--- src/rtl/dma_idx_pkg.sv ---
package dma_idx_pkg;

  // Address-mode codes
  typedef enum logic [1:0] {
    AM_CONST = 2'd0,
    AM_INC   = 2'd1,
    AM_DBL   = 2'd2,
    AM_RSV   = 2'd3
  } addrMode_e;

  // Write-posting codes
  typedef enum logic [1:0] {
    WM_NONPOST = 2'd0,
    WM_POST    = 2'd1,
    WM_LASTNP  = 2'd2
  } writeMode_e;

  localparam int BURST_LEVELS = 3;
  localparam int BSEL_W       = $clog2(BURST_LEVELS + 1);

  // Strobes passed from control to datapath
  typedef struct packed {
    logic load;
    logic stepElem;
    logic stepFrame;
  } stepCtl_t;

endpackage

--- src/rtl/dma_idx_ctrl.sv ---
module dma_idx_ctrl
  import dma_idx_pkg::*;
#(
  parameter int CNT_W = 16
) (
  input  logic             clk,
  input  logic             rst,
  input  logic             start,
  input  logic             advance,
  input  logic [CNT_W-1:0] elemCount,
  input  logic [CNT_W-1:0] frameCount,
  output stepCtl_t         ctl,
  output logic             busy,
  output logic             endOfFrame,
  output logic             endOfBlock
);

  localparam logic [CNT_W-1:0] ONE = CNT_W'(1);

  logic [CNT_W-1:0] elemPos, framePos;
  logic [CNT_W-1:0] elemLim, frameLim;
  logic             countsOk, stepping, elemLast, frameLast;

  assign countsOk  = (elemCount != '0) && (frameCount != '0);
  assign stepping  = busy && advance && !start;
  assign elemLast  = (elemPos == elemLim - ONE);
  assign frameLast = (framePos == frameLim - ONE);

  assign ctl.load      = start && countsOk;
  assign ctl.stepElem  = stepping && !elemLast;
  assign ctl.stepFrame = stepping && elemLast && !frameLast;

  assign endOfFrame = busy && elemLast;
  assign endOfBlock = busy && elemLast && frameLast;

  always_ff @(posedge clk) begin
    if (rst) begin
      busy     <= 1'b0;
      elemPos  <= '0;
      framePos <= '0;
      elemLim  <= '0;
      frameLim <= '0;
    end else if (start) begin
      if (countsOk) begin
        busy     <= 1'b1;
        elemPos  <= '0;
        framePos <= '0;
        elemLim  <= elemCount;
        frameLim <= frameCount;
      end else begin
        busy <= 1'b0;
      end
    end else if (stepping) begin
      if (elemLast) begin
        elemPos <= '0;
        if (frameLast) begin
          busy <= 1'b0;
        end else begin
          framePos <= framePos + ONE;
        end
      end else begin
        elemPos <= elemPos + ONE;
      end
    end
  end

endmodule

--- src/rtl/dma_idx_dpath.sv ---
module dma_idx_dpath
  import dma_idx_pkg::*;
#(
  parameter int ADDR_W         = 32,
  parameter int IDX_W          = 16,
  parameter int WIN_W          = 16,
  parameter int BURST_MIN_LOG2 = 4
) (
  input  logic                    clk,
  input  logic                    rst,
  input  stepCtl_t                ctl,
  input  logic [1:0]              mode,
  input  logic [1:0]              elemSizeSel,
  input  logic signed [IDX_W-1:0] elemIdx,
  input  logic signed [IDX_W-1:0] frameIdx,
  input  logic [ADDR_W-1:0]       startAddr,
  input  logic [WIN_W-1:0]        windowSize,
  input  logic                    devWrite,
  output logic [ADDR_W-1:0]       addr,
  output logic [BSEL_W-1:0]       burstSel,
  output logic                    packEn,
  output logic [1:0]              writeMode
);

  logic [ADDR_W-1:0] elemBytes, eiExt, fiExt;
  logic [ADDR_W-1:0] stepInNext, stepFrNext;
  logic [ADDR_W-1:0] stepIn, stepFr;
  logic [BURST_LEVELS-1:0] fits;
  logic [BSEL_W-1:0] burstNext;
  logic [1:0]        wmNext;

  assign elemBytes = ADDR_W'(1) << elemSizeSel;
  assign eiExt     = ADDR_W'(elemIdx);
  assign fiExt     = ADDR_W'(frameIdx);

  // Step values are worked out once at start; the per-element path is a single add
  always_comb begin
    unique case (addrMode_e'(mode))
      AM_INC: begin
        stepInNext = elemBytes;
        stepFrNext = elemBytes;
      end
      AM_DBL: begin
        stepInNext = elemBytes + eiExt - ADDR_W'(1);
        stepFrNext = elemBytes + fiExt - ADDR_W'(1);
      end
      default: begin
        stepInNext = '0;
        stepFrNext = '0;
      end
    endcase
  end

  // A window fits a burst level when its low bits are clear
  for (genvar g = 0; g < BURST_LEVELS; g++) begin : g_fit
    assign fits[g] = (windowSize != '0) &&
                     (windowSize[BURST_MIN_LOG2+g-1:0] == '0);
  end

  // Largest fitting level wins
  always_comb begin
    burstNext = '0;
    for (int k = 0; k < BURST_LEVELS; k++) begin
      if (fits[k]) burstNext = BSEL_W'(k + 1);
    end
  end

  assign wmNext = ((windowSize != '0) && devWrite) ? WM_LASTNP : WM_POST;

  always_ff @(posedge clk) begin
    if (rst) begin
      addr      <= '0;
      stepIn    <= '0;
      stepFr    <= '0;
      burstSel  <= '0;
      writeMode <= WM_POST;
    end else if (ctl.load) begin
      addr      <= startAddr;
      stepIn    <= stepInNext;
      stepFr    <= stepFrNext;
      burstSel  <= burstNext;
      writeMode <= wmNext;
    end else if (ctl.stepFrame) begin
      addr <= addr + stepFr;
    end else if (ctl.stepElem) begin
      addr <= addr + stepIn;
    end
  end

  assign packEn = (burstSel != '0);

endmodule

--- src/rtl/dma_idx_addr_gen.sv ---
module dma_idx_addr_gen
  import dma_idx_pkg::*;
#(
  parameter int ADDR_W         = 32,
  parameter int CNT_W          = 16,
  parameter int IDX_W          = 16,
  parameter int WIN_W          = 16,
  parameter int BURST_MIN_LOG2 = 4
) (
  input  logic                    clk,
  input  logic                    rst,
  input  logic                    start,
  input  logic                    advance,
  input  logic [1:0]              mode,
  input  logic [1:0]              elemSizeSel,
  input  logic [CNT_W-1:0]        elemCount,
  input  logic [CNT_W-1:0]        frameCount,
  input  logic signed [IDX_W-1:0] elemIdx,
  input  logic signed [IDX_W-1:0] frameIdx,
  input  logic [ADDR_W-1:0]       startAddr,
  input  logic [WIN_W-1:0]        windowSize,
  input  logic                    devWrite,
  output logic [ADDR_W-1:0]       addr,
  output logic                    busy,
  output logic                    endOfFrame,
  output logic                    endOfBlock,
  output logic [1:0]              burstSel,
  output logic                    packEn,
  output logic [1:0]              writeMode
);

  stepCtl_t ctl;

  dma_idx_ctrl #(
    .CNT_W(CNT_W)
  ) u_ctrl (
    .clk       (clk),
    .rst       (rst),
    .start     (start),
    .advance   (advance),
    .elemCount (elemCount),
    .frameCount(frameCount),
    .ctl       (ctl),
    .busy      (busy),
    .endOfFrame(endOfFrame),
    .endOfBlock(endOfBlock)
  );

  dma_idx_dpath #(
    .ADDR_W        (ADDR_W),
    .IDX_W         (IDX_W),
    .WIN_W         (WIN_W),
    .BURST_MIN_LOG2(BURST_MIN_LOG2)
  ) u_dpath (
    .clk        (clk),
    .rst        (rst),
    .ctl        (ctl),
    .mode       (mode),
    .elemSizeSel(elemSizeSel),
    .elemIdx    (elemIdx),
    .frameIdx   (frameIdx),
    .startAddr  (startAddr),
    .windowSize (windowSize),
    .devWrite   (devWrite),
    .addr       (addr),
    .burstSel   (burstSel),
    .packEn     (packEn),
    .writeMode  (writeMode)
  );

endmodule

--- config.mk ---
export PLATFORM = sky130hd
export DESIGN_NAME = dma_idx_addr_gen
export DESIGN_NICKNAME = d
export VERILOG_FILES = /design/src/rtl/dma_idx_pkg.sv /design/src/rtl/dma_idx_ctrl.sv /design/src/rtl/dma_idx_dpath.sv /design/src/rtl/dma_idx_addr_gen.sv
export SDC_FILE = /design/constraint.sdc
export NUM_CORES = 1
export LEC_CHECK = 0
export ABC_AREA = 0
export BUFFER_PORTS_ARGS = -buffer_cell sky130_fd_sc_hd__buf_4
export CORE_MARGIN = 3
export CORE_UTILIZATION = 40
export CTS_BUF_LIST = sky130_fd_sc_hd__clkbuf_8
export CTS_CLUSTER_SIZE = 28
export DETAILED_ROUTE_END_ITERATION = 16
export GPL_TIMING_DRIVEN = 1
export PLACE_DENSITY = 0.66
export SLEW_MARGIN = 30
export SYNTH_ARGS = -nofsm -noshare
export SYNTH_HDL_FRONTEND = slang
export SYNTH_HIERARCHICAL = 1
export SYNTH_SLANG_ARGS = --single-unit
--- constraint.sdc ---
create_clock -name clk -period 16 [get_ports clk]
set_clock_uncertainty 0.2 [all_clocks]
set_input_delay 3.2 -clock clk [delete_from_list [all_inputs] [get_ports clk]]
set_output_delay 3.2 -clock clk [all_outputs]
set_load 0.02 [all_outputs]
# After elaboration in Yosys (flattened, before gate mapping)
# Cells that the tools add are included.
# word_totals
regBits	165
inputBits	121
out_inout_bits	40
wordCells	80
# op_classes
add_sub_neg	10
n_eq_ne	6
shifts	1
mux	22
n_reduce_logical	31
# ops
operator	count
adder 32 bit	4
2-to-1 mux 16 bit	8
one-hot mux 32 bit (2 select lines)	2
2-to-1 mux 32 bit	3
subtractor 32 x 1 -> 32 bit (second input constant)	2
nonzero test 16 bit	3
adder 16 x 1 -> 16 bit (second input constant)	2
equality test 16 bit	2
left shift 1 x 2 -> 32 bit (first input constant)	1
subtractor 16 x 1 -> 16 bit (second input constant)	2
logical AND 1 bit	13
nonzero test 2 bit	4
zero test 6 bit	1
2-to-1 mux 1 bit	6
2-to-1 mux 2 bit	3
zero test 5 bit	1
zero test 4 bit	1
AND reduction 2 bit	2
AND reduction 4 bit	1
zero test 1 bit	3
AND reduction 3 bit	1
nonzero test 3 bit	1
equality test 2 x 1 -> 1 bit (second input constant)	1
equality test 2 bit (second input constant)	1
2 further kinds	2

# Depth between registers and ports, before layout
# depth
ltp_word	7
depth_mapped	23
ltp_nobuf	19

# Modules after synthesis
# Netlist, hierarchy kept.
# by_module_without_submodules
mod	n_inst	cells_per_inst	area_per_inst_um2	seq_area_each_um2
dma_idx_dpath	1	942	7634.8	1921.8
dma_idx_ctrl	1	506	3992.6	1301.2

# Worst setup path before layout
# Ideal clock, no wire load.
# synth_timing
path_type	input to register
startpoint	in start
endpoint	reg u_dpath.addr[23]
setup_time_ns	0.086
arrival_ns	6.851
required_time_ns	15.714
setup_slack_ns	8.862
path_stages	16
n_path_buf	4
path_cell_list	clkbuf_1 -> nor2_1 -> nand2_1 -> nor2_1 -> clkdlybuf4s15_1 -> buf_1 -> buf_1 -> mux2_2 -> ha_1 -> a21oi_1 -> o21bai_1 -> a221oi_2 -> and2_4 -> a21oi_2 -> or3b_1 -> a221oi_2
# synth_lines
element	line	rtl
start, declared	dma_idx_addr_gen.sv:12	input logic start,
end signal, assigned	dma_idx_dpath.sv:78	addr <= startAddr;
end signal, assigned	dma_idx_dpath.sv:84	addr <= addr + stepFr;
end signal, assigned	dma_idx_dpath.sv:86	addr <= addr + stepIn;
end, declared	dma_idx_dpath.sv:19	output logic [ADDR_W-1:0] addr,

# Final worst setup path
# layout_timing
startpoint	reg u_ctrl.elemLim[0]
endpoint	out endOfBlock
# layout_via
elab_chain_len	4
# layout_rtl
element	line	rtl
start, declared	dma_idx_ctrl.sv:21	logic [CNT_W-1:0] elemLim, frameLim;
start signal, assigned	dma_idx_ctrl.sv:48	elemLim <= elemCount;
subtractor 16 x 1 -> 16 bit	dma_idx_ctrl.sv:26	assign elemLast = (elemPos == elemLim - ONE);
equality test 16 bit	dma_idx_ctrl.sv:26	
logical AND 1 bit (2 in series)	dma_idx_ctrl.sv:34	assign endOfBlock = busy && elemLast && frameLast;
end, declared	dma_idx_addr_gen.sv:26	output logic endOfBlock,
# No other way between the ends.

==> run metrics <==
run status completed; Clk pin slew, worst setup/hold paths about 0.1 ns; CTS Buf Count 17; peak supply drop ~0.047 mV; Setup CP Type reg2out; EDFF count, synth 0; chip width roughly 180 µm; antenna-violating nets left 0; top layer in use met4; Worst Hold Class reg2reg; Core Area between 20,000 and 30,000 µm²; Clock Latency Late Sink approximately 0.47 ns; CTS root buf clkbuf_8; commonest non-fill, non-tap cell in the layout nand2_1; Syn Std Cell Area around 12,000 µm²; setup bufs post-CTS 0; RSZ-0062 raised after global routing false; Total GRT Usage a little over 20%; R2R setup slack between 9 and 10 ns; antenna diode count 0; row count 61; Pleak between 0.005 and 0.006 µW; count of different cell masters after synthesis between 100 and 150; routed vias ~11k; dpl cells slightly below 2k; grt ovf 0; WP data arrival between 4 and 5 ns; dpl hpwl roughly 24,000 µm; CTS resizes 0; Cells after Synth around 1.4k; share of cells above drive strength 1 roughly a fifth; Tot Pwr between 1000 and 1500 µW; Routed WL per cell roughly 17 µm; commonest non-fill, non-tap cells in the layout nand2_1, buf_4, dfxtp_1; die height between 150 and 200 µm; wl on met1 ~15,000 µm; Hold WS between 0.2 and 0.3 ns; Final Cycle Share a little under half; Area growth syn-to-layout 16.0%; maximum clock insertion buffer count 2; vias per cell 5.61; worst-margin pin slew between 0.8 and 0.9 ns; pwr/cell area between 70 and 80 nW/µm²; Final Net Count between 1.5k and 2k; CP startpoint kind flip-flop; routability cong. 0.951; Worst Reg2Reg Path Length in Cells 20; hold-fix buffers at CTS 0; Die Area between 30,000 and 40,000 µm²; flops & latches, synth 161; reg-to-reg startpoint u_ctrl/elemLim[0]; Reg-to-Reg End u_dpath/addr[18]; first-pass GRT wire length 51,800 µm; Top FF cell, synth dfxtp_1; crit path max fanout 6; Mean Syn Cell Area ~8 µm²; Setup crit start u_ctrl/elemLim[0]; # setup viols final 0; DP Worst Slack 8.58 ns; worst setup path end endOfBlock; H-tree depth 4; Async SR Flop Fraction 0%; Period minus WS final 7.44 ns; antenna violations before repair 0; crit path capture type output pin; Clock Sinks between 150 and 200; Max-slew headroom about two fifths; yosys warns 6; Post-Syn Nets roughly 1.6k; Routed Wire Length between 30,000 and 40,000 µm; Ports between 150 and 200; vias in the first global route around 10k; largest net degree at the start of global routing ~60; Detailed Routing Iterations Pass 1 5; met2 WL between 10,000 and 15,000 µm; Iter 0 DRT Violations between 700 and 800; Final Hold Fails 0; met3 wire len ~1700 µm; Port Buffers 160; maximum clock frequency roughly 130 MHz; Max Cap Viol 0; TNS Setup 0 ns; Final WS setup about 8.6 ns; final non-filler cell total between 1.5k and 2k; Initial Util between 40 and 50%; CTS tree built; # DRC 0; sequential fraction of the synthesis area between 20% and 30%; Worst EP required approximately 13 ns; Slew Viols, Final 0
[flip-flops by register name, indices dropped and copies added, names as in the netlist]
register / flops
u_dpath/burstSel: 2
u_ctrl/elemPos: 16
u_dpath/stepFr: 30
u_dpath/addr: 32
u_ctrl/frameLim: 16
u_ctrl/elemLim: 16
u_ctrl/busy: 1
u_dpath/writeMode: 2
u_dpath/stepIn: 30
u_ctrl/framePos: 16
[cell usage after synthesis (17+ instances only)]
cell	n	share of area, %
o21ai_0	46	2.0
nor4_1	19	1.0
dfxtp_1	161	28
inv_1	88	2.8
or3_1	24	1.3
xnor2_1	54	4.1
and3_1	21	1.1
xor2_1	32	2.4
clkbuf_1	48	1.5
nor2_1	100	3.2
a21o_1	48	3.1
ha_1	75	8.1
nand3_1	26	1.1
mux2i_1	17	1.5
a21oi_1	134	5.8
nor3_1	26	1.1
mux2_2	30	2.9
nand2_1	177	5.7
[worst max-delay path: stages (launching register included)]
cell and delay, ns:
dfxtp_1 0.39, inv_1 0.09, ha_1 0.22, or4b_1 0.57
nor4b_1 0.56, mux2_2 0.39, o31a_1 0.33, nor4_2 0.50
and2_1 0.24, and2_1 0.14, buf_4 0.14
[kinds of logic after synthesis]
logic type	count (synthesis)	synth area share (%)
compound gates	417	24.8
buf+inv	159	5.90
xor+xnor	86	6.48
flops	161	27.7
mux	47	4.37
simple gates	498	21.8
fa+ha+maj	80	8.93
[through the flow]
| step | util [%] | cell area, µm² |
|---|---|---|
| 5_1_grt | 47.8 | 13500 |
| 3_3_place_gp | 46.1 | 13000 |
| 3_5_place_dp | 46.1 | 13000 |
| 4_1_cts | 47.8 | 13500 |
| 6_report | 47.8 | 13500 |
| 2_1_floorplan | - | 11600 |
[per-layer routing]
metal,vias up,global-route usage (%)
li1,5486,-
met1,5155,27.8
met2,304,33.2
met3,37,2.88
met4,0,5.43
met5,-,0
[where the power goes]
part / internal (µW) / leakage, µW / total [µW] / switching, µW
combinational: 99.7 / 0.00435 / 228 / 128
sequential: 416 / 0.00131 / 432 / 16.3
clock: 175 / 0.000222 / 347 / 173
total: 690 / 0.00588 / 1010 / 317
[cell type report]
cell class / instances / area [µm²]
clock buffers: 17 / 234
clock inverters: 15 / 224
flip-flops and latches: 161 / 3220
repair buffers: 169 / 1270
well taps: 378 / 473
inverters: 89 / 335
fillers: 2859 / 14700
multi-input cells: 1128 / 7730
[how the worst min path moves through the flow]
| stage | startpoint | to | slack (ns) | cells past startpoint |
|---|---|---|---|---|
| 3_5_place_dp | u_dpath/stepIn[21] | u_dpath/stepIn[21] | 0.24 | 1 |
| 4_1_cts | u_dpath/stepIn[25] | u_dpath/stepIn[25] | 0.26 | 1 |
| 5_1_grt | u_dpath/stepIn[25] | u_dpath/stepIn[25] | 0.28 | 1 |
| 3_3_place_gp | u_dpath/stepIn[21] | u_dpath/stepIn[21] | 0.23 | 1 |
| 6_report | u_dpath/stepIn[27] | u_dpath/stepIn[27] | 0.26 | 1 |
| 2_1_floorplan | u_dpath/stepFr[10] | u_dpath/stepFr[10] | 0.22 | 2 |
No activity file was read; power rests on OpenSTA's default activity.
